### src/rtl/btb_pkg.sv
package btb_pkg;
   parameter int unsigned DEF_PC_W        = 32;
   parameter int unsigned DEF_IDX_W       = 4;
   parameter int unsigned DEF_INSTR_BYTES = 4;

   typedef enum logic [1:0] {
      UK_NONE = 2'd0,
      UK_FILL = 2'd1,
      UK_DROP = 2'd2
   } upd_kind_e;

   function automatic upd_kind_e decode_upd(input logic valid, input logic taken);
      if (!valid)     return UK_NONE;
      else if (taken) return UK_FILL;
      else            return UK_DROP;
   endfunction
endpackage

### src/rtl/btb_index.sv
module btb_index #(
   parameter int unsigned PC_W  = 32,
   parameter int unsigned IDX_W = 4,
   parameter int unsigned OFS_W = 2
) (
   input  logic [PC_W-1:0]  pc,
   output logic [IDX_W-1:0] idx
);
   logic unused_pc_bits;
   assign unused_pc_bits = ^pc;

   generate
      if (OFS_W == 0) begin : g_no_ofs
         assign idx = pc[IDX_W-1:0];
      end else begin : g_ofs
         assign idx = pc[OFS_W+IDX_W-1:OFS_W];
      end
   endgenerate
endmodule

### src/rtl/btb_store.sv
module btb_store #(
   parameter int unsigned PC_W  = 32,
   parameter int unsigned IDX_W = 4
) (
   input  logic             clk,
   input  logic             rst_n,
   input  logic [IDX_W-1:0] rd_idx,
   output logic             rd_valid,
   output logic [PC_W-1:0]  rd_tag,
   output logic [PC_W-1:0]  rd_tgt,
   input  logic [IDX_W-1:0] wr_idx,
   input  logic             wr_fill,
   input  logic             wr_drop,
   input  logic [PC_W-1:0]  wr_tag,
   input  logic [PC_W-1:0]  wr_tgt
);
   localparam int unsigned ENTRIES = 1 << IDX_W;

   logic            slot_valid [ENTRIES];
   logic [PC_W-1:0] slot_tag   [ENTRIES];
   logic [PC_W-1:0] slot_tgt   [ENTRIES];

   generate
      for (genvar e = 0; e < ENTRIES; e++) begin : g_slot
         logic            v_q;
         logic [PC_W-1:0] tag_q;
         logic [PC_W-1:0] tgt_q;
         logic            sel;
         logic            kill;

         assign sel  = (wr_idx == IDX_W'(e));
         assign kill = sel && wr_drop && v_q && (tag_q == wr_tag);

         always_ff @(posedge clk or negedge rst_n) begin
            if (!rst_n)               v_q <= 1'b0;
            else if (sel && wr_fill)  v_q <= 1'b1;
            else if (kill)            v_q <= 1'b0;
         end

         always_ff @(posedge clk) begin
            if (sel && wr_fill) begin
               tag_q <= wr_tag;
               tgt_q <= wr_tgt;
            end
         end

         assign slot_valid[e] = v_q;
         assign slot_tag[e]   = tag_q;
         assign slot_tgt[e]   = tgt_q;
      end
   endgenerate

   assign rd_valid = slot_valid[rd_idx];
   assign rd_tag   = slot_tag[rd_idx];
   assign rd_tgt   = slot_tgt[rd_idx];
endmodule

### src/rtl/btb_nextpc.sv
module btb_nextpc #(
   parameter int unsigned PC_W        = 32,
   parameter int unsigned INSTR_BYTES = 4
) (
   input  logic [PC_W-1:0] fetch_pc,
   input  logic            ent_valid,
   input  logic [PC_W-1:0] ent_tag,
   input  logic [PC_W-1:0] ent_tgt,
   output logic            hit,
   output logic [PC_W-1:0] next_pc
);
   localparam logic [PC_W-1:0] STEP = PC_W'(INSTR_BYTES);

   logic [PC_W-1:0] seq_pc;

   always_comb begin
      seq_pc  = fetch_pc + STEP;
      hit     = ent_valid && (ent_tag == fetch_pc);
      next_pc = hit ? ent_tgt : seq_pc;
   end
endmodule

### src/rtl/branch_target_buffer.sv
module branch_target_buffer
   import btb_pkg::*;
#(
   parameter int unsigned PC_W        = DEF_PC_W,
   parameter int unsigned IDX_W       = DEF_IDX_W,
   parameter int unsigned INSTR_BYTES = DEF_INSTR_BYTES
) (
   input  logic            clk,
   input  logic            rst_n,
   input  logic [PC_W-1:0] fetch_pc,
   output logic [PC_W-1:0] next_pc,
   output logic            pred_hit,
   input  logic            upd_valid,
   input  logic [PC_W-1:0] upd_pc,
   input  logic [PC_W-1:0] upd_target,
   input  logic            upd_taken
);
   localparam int unsigned OFS_W = (INSTR_BYTES <= 1) ? 0 : $clog2(INSTR_BYTES);

   generate
      if (IDX_W < 1 || IDX_W > 12) begin : g_bad_idx
         $error("IDX_W must lie in 1..12");
      end
      if ((1 << OFS_W) != INSTR_BYTES) begin : g_bad_step
         $error("INSTR_BYTES must be a power of two");
      end
      if (PC_W <= OFS_W + IDX_W) begin : g_bad_pc
         $error("PC_W must exceed the offset and index bits");
      end
   endgenerate

   logic [IDX_W-1:0] look_idx;
   logic [IDX_W-1:0] upd_idx;
   logic             ent_valid;
   logic [PC_W-1:0]  ent_tag;
   logic [PC_W-1:0]  ent_tgt;
   upd_kind_e        kind;

   assign kind = decode_upd(upd_valid, upd_taken);

   btb_index #(.PC_W(PC_W), .IDX_W(IDX_W), .OFS_W(OFS_W)) u_look_idx (
      .pc  (fetch_pc),
      .idx (look_idx)
   );

   btb_index #(.PC_W(PC_W), .IDX_W(IDX_W), .OFS_W(OFS_W)) u_upd_idx (
      .pc  (upd_pc),
      .idx (upd_idx)
   );

   btb_store #(.PC_W(PC_W), .IDX_W(IDX_W)) u_store (
      .clk      (clk),
      .rst_n    (rst_n),
      .rd_idx   (look_idx),
      .rd_valid (ent_valid),
      .rd_tag   (ent_tag),
      .rd_tgt   (ent_tgt),
      .wr_idx   (upd_idx),
      .wr_fill  (kind == UK_FILL),
      .wr_drop  (kind == UK_DROP),
      .wr_tag   (upd_pc),
      .wr_tgt   (upd_target)
   );

   btb_nextpc #(.PC_W(PC_W), .INSTR_BYTES(INSTR_BYTES)) u_nextpc (
      .fetch_pc  (fetch_pc),
      .ent_valid (ent_valid),
      .ent_tag   (ent_tag),
      .ent_tgt   (ent_tgt),
      .hit       (pred_hit),
      .next_pc   (next_pc)
   );
endmodule

### config.mk
export PLATFORM = sky130hd
export DESIGN_NAME = branch_target_buffer
export DESIGN_NICKNAME = d
export VERILOG_FILES = /design/src/rtl/btb_pkg.sv /design/src/rtl/btb_index.sv /design/src/rtl/btb_store.sv /design/src/rtl/btb_nextpc.sv /design/src/rtl/branch_target_buffer.sv
export SDC_FILE = /design/constraint.sdc
export NUM_CORES = 2
export LEC_CHECK = 0
export ABC_CLOCK_PERIOD_IN_PS = 5900
export BUFFER_PORTS_ARGS = -buffer_cell sky130_fd_sc_hd__buf_2
export CORE_ASPECT_RATIO = 1.75
export CORE_MARGIN = 2
export CORE_UTILIZATION = 44
export CTS_BUF_LIST = sky130_fd_sc_hd__clkbuf_8
export CTS_CLUSTER_SIZE = 12
export DETAILED_ROUTE_END_ITERATION = 6
export PLACE_DENSITY = 0.58
export SLEW_MARGIN = 20
export SYNTH_ARGS = -nofsm -noshare
export SYNTH_HDL_FRONTEND = slang
export SYNTH_SLANG_ARGS = --single-unit
### constraint.sdc
create_clock -name clk -period 5.9 [get_ports clk]
set_input_delay 1.18 -clock clk [delete_from_list [all_inputs] [get_ports clk]]
set_output_delay 1.18 -clock clk [all_outputs]
set_load 0.02 [all_outputs]
# Word level (Yosys, flattened, before mapping)
# Cells that the tools add are included.
[op_classes] addsub=1 magnitude_cmp=1 eq_ne=34 mux=44 n_bitwise=1 n_reduce_logical=82
[ops] op="== test 32 bit" count=17
[ops] op="binary-select mux 32 bit (select 4 bit)" count=2
[ops] op="2-to-1 mux 32 bit" count=5
[ops] op="logical AND 1 bit" count=65
[ops] op="2-to-1 mux 1 bit" count=34
[ops] op="adder 32 x 3 -> 32 bit (second input constant)" count=1
[ops] op="== test 4 bit (second input constant)" count=8
[ops] op="nonzero test 2 bit" count=16
[ops] op="== test 4 x 3 -> 1 bit (second input constant)" count=4
[ops] op="== test 4 x 2 -> 1 bit (second input constant)" count=2
[ops] op="greater-or-equal comparator 5 bit (second input constant)" count=1
[ops] op="inverter 4 -> 5 bit" count=1
[ops] op="binary-select mux 1 bit (select 4 bit)" count=1
[ops] op="== test 4 x 1 -> 1 bit (second input constant)" count=1
[ops] op="zero test 4 bit" count=1
[ops] op="2-to-1 mux 2 bit" count=2
[ops] op="== test 2 x 1 -> 1 bit (second input constant)" count=1
[ops] op="== test 2 bit (second input constant)" count=1
[totals] regBits=1040 in_bits=100 output_inout_bits=33

# Longest topological paths before layout
[depth] word_depth=8 mapped_depth=14 ltp_nobuf=8

# Hierarchy
# From an unflattened synthesis, not the netlist that was laid out.
[hier_totals] hier_cells=2423 hier_area_um2=46682.3
[modules_own_cells] module="btb_store" n_inst=1 cells_each=2238 area_per_inst_um2=45050.7 seq_area_each_um2=31149.9
[modules_own_cells] module="btb_nextpc" n_inst=1 cells_each=175 area_per_inst_um2=1555.2 seq_area_each_um2=0.0
[modules_own_cells] module="btb_index" n_inst=2 cells_each=4 area_per_inst_um2=30.0 seq_area_each_um2=0.0
[modules_own_cells] module="branch_target_buffer" n_inst=1 cells_each=2 area_per_inst_um2=16.3 seq_area_each_um2=0.0

# Worst setup path after synthesis
# OpenSTA, ideal clock, no wires.
[synth_path] kind="input to register" startpoint="in upd_pc[3]" endpoint="reg u_store.g_slot[14].tag_q[0] (enable)" t_arrival_ns=5.001 required_ns=5.413 setup_slack_ns=0.412 cell_stages=4 n_path_buf=2 path_cell_list="clkbuf_1 -> clkbuf_1 -> nand4b_1 -> nor2_1"
[synth_via] elab_chain_len=2
[synth_lines] element="start: declaration" line="branch_target_buffer.sv:14" text="input logic [PC_W-1:0] upd_pc,"
[synth_lines] element="== test 4 bit" line="btb_store.sv:31" text="assign sel = (wr_idx == IDX_W'(e));"
[synth_lines] element="logical AND 1 bit" line="btb_store.sv:41" text="if (sel && wr_fill) begin"
[synth_lines] element="end signal: assignment" line="btb_store.sv:42" text="tag_q <= wr_tag;"
[synth_lines] element="end: declaration" line="btb_store.sv:26" text="logic [PC_W-1:0] tag_q;"
# No other way between the ends.
# A chain may end at the register's enable or synchronous reset.

# Worst setup path after layout
[layout_path] startpoint="in fetch_pc[2]" endpoint="out next_pc[2]"
[layout_via] elab_chain_len=7 word_cells_on_any_way=14
[layout_lines] element="start: declaration" line="branch_target_buffer.sv:10" text="input logic [PC_W-1:0] fetch_pc,"
[layout_lines] element="inverter 4 -> 5 bit (implied by the code)" line="btb_store.sv:53, btb_store.sv:54, btb_store.sv:55"
[layout_lines] element="binary-select mux 32 bit (select 4 bit)" line="btb_store.sv:54" text="assign rd_tag = slot_tag[rd_idx];"
[layout_lines] element="2-to-1 mux 32 bit (implied by the code) (2 in series)" line="btb_store.sv:54"
[layout_lines] element="== test 32 bit" line="btb_nextpc.sv:18" text="hit = ent_valid && (ent_tag == fetch_pc);"
[layout_lines] element="logical AND 1 bit" line="btb_nextpc.sv:18"
[layout_lines] element="2-to-1 mux 32 bit (*)" line="btb_nextpc.sv:19" text="next_pc = hit ? ent_tgt : seq_pc;"
[layout_lines] element="end: declaration" line="branch_target_buffer.sv:11" text="output logic [PC_W-1:0] next_pc,"
# Mark *: on every way between the ends. The rest lies on a longest branch, timed or not. The select of a mux whose other input is x is not followed.

==> impl_results.md <==
* Crit end category: output pin
* Gpl congestion at 1.03
* P&R area growth vs syn at 14.8%
* Sequential fraction of the synthesis area at 0.660
* Netlist cell types at 77
* Hold Path Class: input port to asynchronous set/reset pin
* Share of layout cells above drive strength 1 at 0.288
* Largest net degree at the start of global routing at 105
* Reg clk slew, reported paths at 60 ps
* Post-DP HPWL at 144 mm
* Die ar. at 0.110 mm²
* Post-Syn Area at 0.0472 mm²
* Least-Margin Pin Slew at 1320 ps
* Leakage at 0.0180 µW
* Status: complete, no violations
* Endpoints failing hold at 0
* Final setup viols at 0
* Global route overflow at 0
* Area contributors post-synth: edfxtp_1 65%, mux4_2 12%, xor2_1 5.4%
* CP Cell Sequence: buf_12 > inv_2 > buf_4 > nand2_1 > a31oi_1 > a21boi_0 > or4_1 > nor4_2 > nand4_4 > buf_12 > mux2_4 > buf_2
* Antenna-violating nets left at 0
* CTS tree: built
* Root Buffer: clkbuf_8
* Dominant synthesized flop cell: edfxtp_1
* Synthesized Nets at 2783
* Crit path max-delay family: buffers and inverters
* Gr usage total at 0.369
* Critical Path AT at 4680 ps
* Post-CTS Setup Bufs at 0
* Slew headroom at 0.114
* Reg-to-reg slack, setup at 2470 ps
* Maxcap violations at 0
* Synth Register Bits at 1040
* Die Wd at 252 µm
* Post-route DRC at 0
* Slowest-stage cell, CP: or4_1
* Pins Over Slew Limit at 0
* Final net count at 3135
* Crit path time final at 5860 ps
* Vias in the first global route at 29246
* Hold Buf Count CTS at 0
* WP data required at 4720 ps
* DIE HEIGHT at 437 µm
* DR pass1 iterations at 7
* Multi-input gate area at 0.0154 mm²
* CTS max path bufs at 3
* Clock sinks at 1040
* R2r startpoint: u_store.g_slot[9].tag_q[4]
* Synth Area per Inst at 17.6 µm²
* Fraction of registers with async set/reset at 0.0154
* PD cells at 293 mW/mm²
* CP bufs+invs at 5
* Worst vdd ir at 0.000217 V
* Clk_skew at 32.6 ps
* Synth warn at 0
* Dpl cell area at 0.0511 mm²
* First-pass GRT wire length at 265 mm
* WL final at 200 mm
* Fill cells at 8868
* Critical path class: input port to output pin
* # port buffers at 132
* Setup Total Neg Slack at 0 ps
* Sequential cell area at 0.0311 mm²
* Total Power at 15900 µW
* Iteration-0 DRC Markers at 2942
* Setup crit start kind: input port
* Most frequent CP cell: buf_12
* Cells after Synth at 2682
* Initial antenna violation count at 21
* Design area at 0.0542 mm²
* Num CTS Buffers at 159
* Synth area leader: edfxtp_1
* RSZ-0062 raised after global routing: no
* Rows at 159
* Clock H-tree levels at 4
* DR WL/cell at 44.2 µm
* Max Fclk at 0.171 GHz
* Num ports at 133
* Yosys top cell area share at 0.652
* Core area at 0.107 mm²
* CP startpoint: fetch_pc[2]
* Via Count at 28621
* Initial Util at 0.442
* Final cycle utilization of the critical path at 0.993
* Skew-Pair Late Insertion Delay at 910 ps
* CP Max Fanout at 32
* Slowest stage delay, CP at 620 ps
* Vias/cell at 6.32
* Number of synthesized flops with an enable pin at 1024
==> path summary, 6_finish.rpt <==
check                                        endpoint  cells past startpoint
worst max-delay path                       next_pc[2]                     12
worst max register to register  u_store.g_slot[9].v_q                      5
worst min register to register  u_store.g_slot[7].v_q                      1
worst min-delay path            u_store.g_slot[8].v_q                      1
min in group clk                u_store.g_slot[7].v_q                      1
max in group asynchronous       u_store.g_slot[6].v_q                      1
==> cell usage after synthesis (5+ instances only) <==
| master | number |
|---|---|
| a21o_1 | 6 |
| a31oi_1 | 5 |
| nor4_1 | 77 |
| buf_1 | 17 |
| nand4_1 | 81 |
| mux2_4 | 30 |
| nor3_1 | 30 |
| dfrtp_1 | 16 |
| nand3_1 | 40 |
| nor2b_1 | 9 |
| nand2b_1 | 6 |
| a21oi_1 | 14 |
| buf_2 | 26 |
| and3_1 | 11 |
| mux2_2 | 8 |
| nor4b_1 | 6 |
| buf_6 | 11 |
| xor2_1 | 293 |
| clkbuf_1 | 99 |
| nand2_1 | 54 |
| o211ai_1 | 5 |
| and2_1 | 7 |
| mux4_2 | 254 |
| xnor2_1 | 238 |
| inv_1 | 14 |
| edfxtp_1 | 1024 |
| a22oi_1 | 19 |
| buf_4 | 14 |
| a22o_1 | 7 |
| nor2_1 | 52 |
| mux2i_1 | 82 |
| o21ai_0 | 30 |
| o31ai_1 | 12 |
==> layout by cell type, fill, tap and decap left out, types with 7 or more instances in the layout <==
cell type  synthesis  final
nor3_1            30     29
mux2_2             8      8
mux2i_1           82     79
mux2_4            30     30
nor4_2             2      8
nand2_1           54     54
nand3_1           40     40
clkbuf_8           0    164
mux4_2           254    254
buf_2             26    128
inv_1             14     61
o21ai_0           30     29
buf_12             2     32
clkinv_1           0     39
edfxtp_1        1024   1024
a22oi_1           19     19
nor2_1            52     35
nor2b_1            9      9
nand4_1           81     81
clkinv_2           0     15
o31ai_1           12     11
nor2_4             0     16
nor4_1            77     69
buf_4             14    197
a21oi_1           14     14
and3_1            11     11
and2_1             7      7
xnor2_1          238    233
xor2_1           293    288
a22o_1             7      7
dfrtp_1           16     16
==> report_power, final <==
group          switching [µW]  internal, µW  leakage (µW)  total [µW]
logic                    1100           576       0.00691        1680
registers                71.6          8230       0.00941        8300
clock network            3050          2840       0.00170        5890
total                    4220         11600        0.0180       15900
==> routing by layer <==
layer  GRT usage  routed length [µm]  part of all wire  up-vias
li1            -                   -                 -    11383
met4       0.326               22300              0.11       16
met3      0.0723               12100             0.061      508
met5           0                 114           0.00057        -
met1       0.397               66000              0.33    15190
met2       0.616               99500              0.50     1524
==> what timing repair did <==
item / CTS / global route
pin swaps: 0 / 0
endpoints found under the setup margin: 6 / 32
resized for setup: 3 / 10
==> area by class of cell <==
cell class,instances,share of cell area
flip-flops and latches,1040,0.575
diodes,4,0.000185
inverters,15,0.00109
multi-input cells,1456,0.285
clock inverters,122,0.0137
well taps,1368,0.0316
clock buffers,164,0.0417
repair buffers,362,0.0520
==> worst register-to-register path, delay by kind of cell, from the launching register on <==
kind            cells  cell delay [ps]
flops               1              410
xor+xnor            1              330
compound gates      2              660
simple gates        2             1870
==> cells by family (layout without fill, tap and decap cells) <==
kind of cell | Yosys count | count (layout) | share of synthesized area
buf+inv | 186 | 663 | 0.0195
flops | 1040 | 1040 | 0.660
xor+xnor | 532 | 532 | 0.0989
fa+ha+maj | 1 | 1 | 0.000265
simple gates | 397 | 397 | 0.0466
compound gates | 149 | 149 | 0.0231
mux | 377 | 377 | 0.151
other cells | 0 | 4 | 0
==> flip-flops by register name, summed over array words and instances (netlist names) <==
name and flops:
u_store.g_slot.tgt_q 512, u_store.g_slot.tag_q 512, u_store.g_slot.v_q 16
==> per-stage QoR <==
stage	util	worst slack [ps]	instances	hold WS (ps)
finish	0.507	38.6	4531	272
global route	0.507	13.8	4528	236
CTS	0.506	4.07	4525	222
detailed placement	0.478	-26.5	4239	466
global placement	0.477	-65.0	4239	467
floorplan	-	412	2682	445
(Power assumes the default switching activity.)
